## src/rtl/mesh_pfx_pkg.sv

```systemverilog
package mesh_pfx_pkg;
  typedef enum logic [2:0] {
    PH_IDLE = 3'd0,
    PH_ROW  = 3'd1,
    PH_COL  = 3'd2,
    PH_FIX  = 3'd3,
    PH_HOLD = 3'd4
  } phase_t;
endpackage

```

## src/rtl/mesh_pfx_ctrl.sv

```systemverilog
module mesh_pfx_ctrl
  import mesh_pfx_pkg::*;
#(
  parameter int Q  = 4,
  parameter int SW = (Q > 2) ? $clog2(Q) : 1
) (
  input  logic          clk,
  input  logic          rst_n,
  input  logic          in_valid,
  input  logic          out_ready,
  output phase_t        phase,
  output logic [SW-1:0] step,
  output logic          in_ready,
  output logic          out_valid,
  output logic          done
);
  localparam logic [SW-1:0] LAST_STEP = SW'(Q - 2);

  phase_t        phase_q, phase_d;
  logic [SW-1:0] step_q, step_d;
  logic          done_d;

  always_comb begin
    phase_d = phase_q;
    step_d  = step_q;
    done_d  = 1'b0;
    case (phase_q)
      PH_IDLE: if (in_valid) begin
        phase_d = PH_ROW;
        step_d  = '0;
      end
      PH_ROW: begin
        if (step_q == LAST_STEP) begin
          phase_d = PH_COL;
          step_d  = '0;
        end else begin
          step_d = step_q + 1'b1;
        end
      end
      PH_COL: begin
        if (step_q == LAST_STEP) begin
          phase_d = PH_FIX;
          step_d  = '0;
        end else begin
          step_d = step_q + 1'b1;
        end
      end
      PH_FIX: begin
        phase_d = PH_HOLD;
        done_d  = 1'b1;
      end
      PH_HOLD: if (out_ready) phase_d = PH_IDLE;
      default: phase_d = PH_IDLE;
    endcase
  end

  always_ff @(posedge clk or negedge rst_n) begin
    if (!rst_n) begin
      phase_q <= PH_IDLE;
      step_q  <= '0;
      done    <= 1'b0;
    end else begin
      phase_q <= phase_d;
      step_q  <= step_d;
      done    <= done_d;
    end
  end

  assign phase     = phase_q;
  assign step      = step_q;
  assign in_ready  = (phase_q == PH_IDLE);
  assign out_valid = (phase_q == PH_HOLD);

  AST_STEP_BOUND: assert property (@(posedge clk) disable iff (!rst_n)
    step_q <= LAST_STEP);
  AST_LOAD_STARTS_ROW: assert property (@(posedge clk) disable iff (!rst_n)
    (in_valid && in_ready) |=> (phase_q == PH_ROW && step_q == '0));
  AST_FIX_ONE_CYCLE: assert property (@(posedge clk) disable iff (!rst_n)
    (phase_q == PH_FIX) |=> (phase_q == PH_HOLD && done));
endmodule

```

## src/rtl/mesh_pfx_cell.sv

```systemverilog
module mesh_pfx_cell #(
  parameter int W = 16
) (
  input  logic         clk,
  input  logic         rst_n,
  input  logic         ld,
  input  logic [W-1:0] ld_val,
  input  logic         add_en,
  input  logic [W-1:0] add_val,
  output logic [W-1:0] val
);
  always_ff @(posedge clk or negedge rst_n) begin
    if (!rst_n)      val <= '0;
    else if (ld)     val <= ld_val;
    else if (add_en) val <= val + add_val;
  end

  AST_NO_LOAD_AND_ADD: assert property (@(posedge clk) disable iff (!rst_n)
    !(ld && add_en));
endmodule

```

## src/rtl/mesh_pfx_top.sv

```systemverilog
module mesh_pfx_top
  import mesh_pfx_pkg::*;
#(
  parameter int Q = 4,
  parameter int W = 16
) (
  input  logic             clk,
  input  logic             rst_n,
  input  logic             in_valid,
  output logic             in_ready,
  input  logic [Q*Q*W-1:0] in_data,
  output logic             out_valid,
  input  logic             out_ready,
  output logic [Q*Q*W-1:0] out_data,
  output logic             done
);
  localparam int N  = Q * Q;
  localparam int SW = (Q > 2) ? $clog2(Q) : 1;

  phase_t        phase;
  logic [SW-1:0] step;
  logic          load;
  logic [W-1:0]  cv [N];

  initial begin
    if (Q < 2) $error("mesh_pfx_top needs Q >= 2");
  end

  mesh_pfx_ctrl #(.Q(Q), .SW(SW)) u_ctrl (
    .clk      (clk),
    .rst_n    (rst_n),
    .in_valid (in_valid),
    .out_ready(out_ready),
    .phase    (phase),
    .step     (step),
    .in_ready (in_ready),
    .out_valid(out_valid),
    .done     (done)
  );

  assign load = in_valid && in_ready;

  for (genvar r = 0; r < Q; r++) begin : g_row
    for (genvar c = 0; c < Q; c++) begin : g_col
      localparam int K = r * Q + c;
      logic         row_hit, col_hit, fix_hit;
      logic [W-1:0] left_v, up_v, corner_v, add_v;

      if (c > 0) begin : g_left
        assign row_hit = (phase == PH_ROW) && (step == SW'(c - 1));
        assign left_v  = cv[K - 1];
      end else begin : g_noleft
        assign row_hit = 1'b0;
        assign left_v  = '0;
      end

      if (r > 0 && c == Q - 1) begin : g_up
        assign col_hit = (phase == PH_COL) && (step == SW'(r - 1));
        assign up_v    = cv[K - Q];
      end else begin : g_noup
        assign col_hit = 1'b0;
        assign up_v    = '0;
      end

      if (r > 0 && c < Q - 1) begin : g_fix
        assign fix_hit  = (phase == PH_FIX);
        assign corner_v = cv[r * Q - 1];
      end else begin : g_nofix
        assign fix_hit  = 1'b0;
        assign corner_v = '0;
      end

      assign add_v = row_hit ? left_v : (col_hit ? up_v : corner_v);

      mesh_pfx_cell #(.W(W)) u_cell (
        .clk    (clk),
        .rst_n  (rst_n),
        .ld     (load),
        .ld_val (in_data[K*W +: W]),
        .add_en (row_hit || col_hit || fix_hit),
        .add_val(add_v),
        .val    (cv[K])
      );

      assign out_data[K*W +: W] = cv[K];
    end
  end

  AST_READY_OFF_WHILE_VALID: assert property (@(posedge clk) disable iff (!rst_n)
    out_valid |-> !in_ready);
  AST_RESULT_HELD: assert property (@(posedge clk) disable iff (!rst_n)
    (out_valid && !out_ready) |=> (out_valid && $stable(out_data)));
  AST_RESULT_RELEASED: assert property (@(posedge clk) disable iff (!rst_n)
    (out_valid && out_ready) |=> (!out_valid && in_ready));
  AST_DONE_WITH_VALID: assert property (@(posedge clk) disable iff (!rst_n)
    done |-> out_valid);
  AST_DONE_SINGLE: assert property (@(posedge clk) disable iff (!rst_n)
    done |=> !done);
  AST_DONE_ON_RISE: assert property (@(posedge clk) disable iff (!rst_n)
    $rose(out_valid) |-> done);
  AST_BUSY_IGNORES_LOAD: assert property (@(posedge clk) disable iff (!rst_n)
    (in_valid && !in_ready && !out_valid) |=> !in_ready);
endmodule

```

## config.mk

```make
export PLATFORM = sky130hd
export DESIGN_NAME = mesh_pfx_top
export DESIGN_NICKNAME = d
export VERILOG_FILES = /design/src/rtl/mesh_pfx_pkg.sv /design/src/rtl/mesh_pfx_ctrl.sv /design/src/rtl/mesh_pfx_cell.sv /design/src/rtl/mesh_pfx_top.sv
export SDC_FILE = /design/constraint.sdc
export NUM_CORES = 1
export LEC_CHECK = 0
export ABC_AREA = 1
export BUFFER_PORTS_ARGS = -buffer_cell sky130_fd_sc_hd__buf_2
export CAP_MARGIN = 0
export CELL_PAD_IN_SITES_DETAIL_PLACEMENT = 1
export CELL_PAD_IN_SITES_GLOBAL_PLACEMENT = 1
export CORE_ASPECT_RATIO = 1.75
export CORE_MARGIN = 4
export CORE_UTILIZATION = 39
export DETAILED_ROUTE_END_ITERATION = 12
export MAX_ROUTING_LAYER = met4
export PLACE_DENSITY_LB_ADDON = 0.15
export SLEW_MARGIN = 20
export SYNTH_ARGS = -nofsm -noshare
export SYNTH_HDL_FRONTEND = slang
export SYNTH_SLANG_ARGS = --single-unit
export TNS_END_PERCENT = 1
```

## constraint.sdc

```tcl
create_clock -name clk -period 3.4 [get_ports clk]
set_clock_uncertainty 0.05 [all_clocks]
set_input_delay 0.34 -clock clk [delete_from_list [all_inputs] [get_ports clk]]
set_output_delay 0.34 -clock clk [all_outputs]
set_load 0.02 [all_outputs]
```

==> out/results.txt <==
most frequent CP cell -> nand2_1
number of fill cells -> 9644
Port Buffer Count -> 518
H-tree depth -> 2
Remaining DRCs -> 0
R2R Setup Slk -> 0.14 ns
post-synthesis sequential area ratio -> 0.2409
Buf+Inv Stages, Crit Path -> 4
first-pass GRT wire length -> 202.5 mm
critical path fanouts, max -> 8
Async S/R FF share, synth -> 1.000
Hold Path Class -> input port to register
CP required -> 3.82 ns
R2R Path Start -> u_ctrl.phase[0]
Core ar. -> 68800 um^2
Setup CP Type -> register to register
final instance area -> 33040 um^2
fmax -> 306.4 MHz
EDFF count, synth -> 0
Boundary Pins -> 519
number of global-route vias before repair -> 34710
RSZ-0062 raised after global routing -> yes
Hold EP -> g_row[0].g_col[3].u_cell.val[9]
Die H -> 357.5 um
initial antenna violation count -> 3
setup TNS -> 0 ns
Vias/cell -> 5.385
synthesis-stage register bit count -> 262
max incr delay on CP -> 0.44 ns
Post-Place Cell Area -> 31040 um^2
Post-DP HPWL -> 107.7 mm
final net count -> 5643
Util after Layout -> 0.4802
die area -> 74240 um^2
antenna-violating nets left -> 0
maximum number of pins on one net before global-route repair -> 153
Hold Violations, Final -> 0
final non-filler cell total -> 6067
Routed Wire Length -> 134.9 mm
worst r2r path cells -> 17
syn nets -> 5076
synthesized area -> 27210 um^2
syn avg cell area -> 5.954 um^2
CP Cell Sequence -> nor2_1 > nand2_1 > nor2_2 > clkinvlp_4 > buf_12 > o21ai_0 > ha_1 > nand2_1 > inv_1 > a21oi_1 > nand2_1 > inv_1 > nand2_1 > nand2_1 > nand3_1 > nand2_1 > nand2_1
Hold Startpoint -> in_data[57]
width of the die -> 207.7 um
GP Congestion -> 0.9851
CTS tree -> yes
clock buffer count from CTS -> 34
gr ovfl total -> 0
Pre-antenna DRT Iters -> 5
crit path launch type -> register
area delta synth->final -> 21.41%
crit end category -> register
placed cell count -> 5920
status -> finished, final reports clean
Starting Density -> 0.3955
layout cells sized above 1 -> 0.1318
Yosys cell types -> 36
DR vias -> 32670
Worst-Skew Late Latency -> 0.59 ns
Max-slew headroom -> 0.4470
Initial DRC Count -> 1778
cells after synthesis -> 4571
minimum clock period -> 3.263 ns
Reg2Reg Capture Point -> g_row[2].g_col[3].u_cell.val[15]
GR Util All Layers -> 0.3611
Synth warnings -> 0
highest-delay cell along the critical path -> dfrtp_1
Avg WL per Cell -> 22.24 um
CTS Root Cell -> clkbuf_16
Final Max Slew Viols -> 0
CTS max path bufs -> 3
Final Cycle Share -> 0.9598
clock-pin transition on the worst setup and hold timing paths -> 0.07 ns
# rows -> 127
CP arrival -> 3.68 ns
most frequent cells in the layout -> 1639 x nand2_1, 724 x inv_1, 517 x buf_2
top_reg_cell synth -> dfrtp_1
Setup-failing EPs final -> 0
hold path depth -> 5
Slew @ Worst Pin -> 0.8295 ns
most common cell after layout, fill and taps aside -> nand2_1
Top Family by Delay on Critical Path -> simple AND/OR/NAND/NOR gates
Max Cap Viol -> 0
CTS Sinks -> 262
[through the flow]
| step | hold WS, ns | setup WS, ns |
|---|---|---|
| 2_1_floorplan | -0.005591 | 0.5744 |
| 5_1_grt | 0.02630 | -0.07342 |
| 3_3_place_gp | 0.3229 | 0.1882 |
| 4_1_cts | 0.001428 | 0.003874 |
| 3_5_place_dp | 0.3221 | 0.03076 |
| 6_report | 0.01902 | 0.1368 |
[state kept, by name (all words and copies together), names as in the netlist]
| signal | cells |
|---|---|
| u_ctrl.step | 2 |
| u_ctrl.phase | 3 |
| g_row.g_col.u_cell.val | 256 |
| u_ctrl.done | 1 |
[worst register-to-register path: cells and delay by family (launching register included)]
family	cells	cell delay, ns
compound gates	2	0.54
fa+ha+maj	1	0.34
buf+inv	4	0.60
flops	1	0.44
simple gates	10	1.16
[area by class of cell]
class / count / area [um^2] / share of cell area
Multi-Input combinational cell: 3440 / 17370 / 0.5258
Clock inverter: 6 / 57.56 / 0.001742
Inverter: 737 / 2779 / 0.08411
Sequential cell: 262 / 6556 / 0.1984
Clock buffer: 52 / 1042 / 0.03154
Tap cell: 903 / 1130 / 0.03420
Antenna cell: 4 / 10.01 / 0.0003030
Timing Repair Buffer: 663 / 4094 / 0.1239
[per-layer routing]
metal,track usage,wire length (um)
met1,0.3763,49640
met2,0.6675,69830
met3,0.04957,7116
met4,0.1781,8351
met5,-,0
[repair_timing]
action	4_1_cts	5_1_grt
gates resized for setup	1	14
gates cloned	0	0
hold buffers	78	0
setup buffers	0	7
endpoints found under the hold margin	139	0
endpoints found under the setup margin	1	45
[synth_stat cells (33+ instances only)]
| cell | count | area (um^2) |
|---|---|---|
| a31oi_1 | 33 | 206.5 |
| dfrtp_1 | 262 | 6556 |
| ha_1 | 230 | 2878 |
| buf_2 | 61 | 305.3 |
| inv_1 | 727 | 2729 |
| xor2_1 | 53 | 464.2 |
| nor2_1 | 388 | 1456 |
| o21ai_0 | 284 | 1421 |
| nor3_1 | 42 | 210.2 |
| clkbuf_1 | 59 | 221.5 |
| a21oi_1 | 205 | 1026 |
| nand2_1 | 1640 | 6156 |
| nand3_1 | 337 | 1687 |
[cells by family (layout without fill, tap and decap cells)]
kind of cell    Yosys count  after routing  share of synthesized area
fa+ha+maj               245            245                     0.1168
simple gates           2485           2485                     0.3694
other cells               0              4                          0
flops                   262            262                     0.2409
compound gates          635            635                     0.1257
buf+inv                 869           1458                     0.1231
xor+xnor                 75             75                    0.02414
[how the worst max path moves through the flow]
stage / from / endpoint / slack [ns] / depth (start not counted)
floorplan: u_ctrl.step[0] / g_row[0].g_col[2].u_cell.val[14] / 0.57 / 16
global placement: u_ctrl.phase[2] / g_row[3].g_col[3].u_cell.val[6] / 0.19 / 14
detailed placement: u_ctrl.phase[2] / g_row[3].g_col[3].u_cell.val[6] / 0.03 / 14
CTS: u_ctrl.phase[0] / g_row[3].g_col[3].u_cell.val[6] / 0.004 / 13
global route: u_ctrl.phase[0] / g_row[2].g_col[3].u_cell.val[11] / -0.07 / 17
finish: u_ctrl.phase[0] / g_row[2].g_col[3].u_cell.val[15] / 0.14 / 17
Power is not shown: default switching activity piles up to over one toggle a cycle in this logic, so the estimate is an artifact.
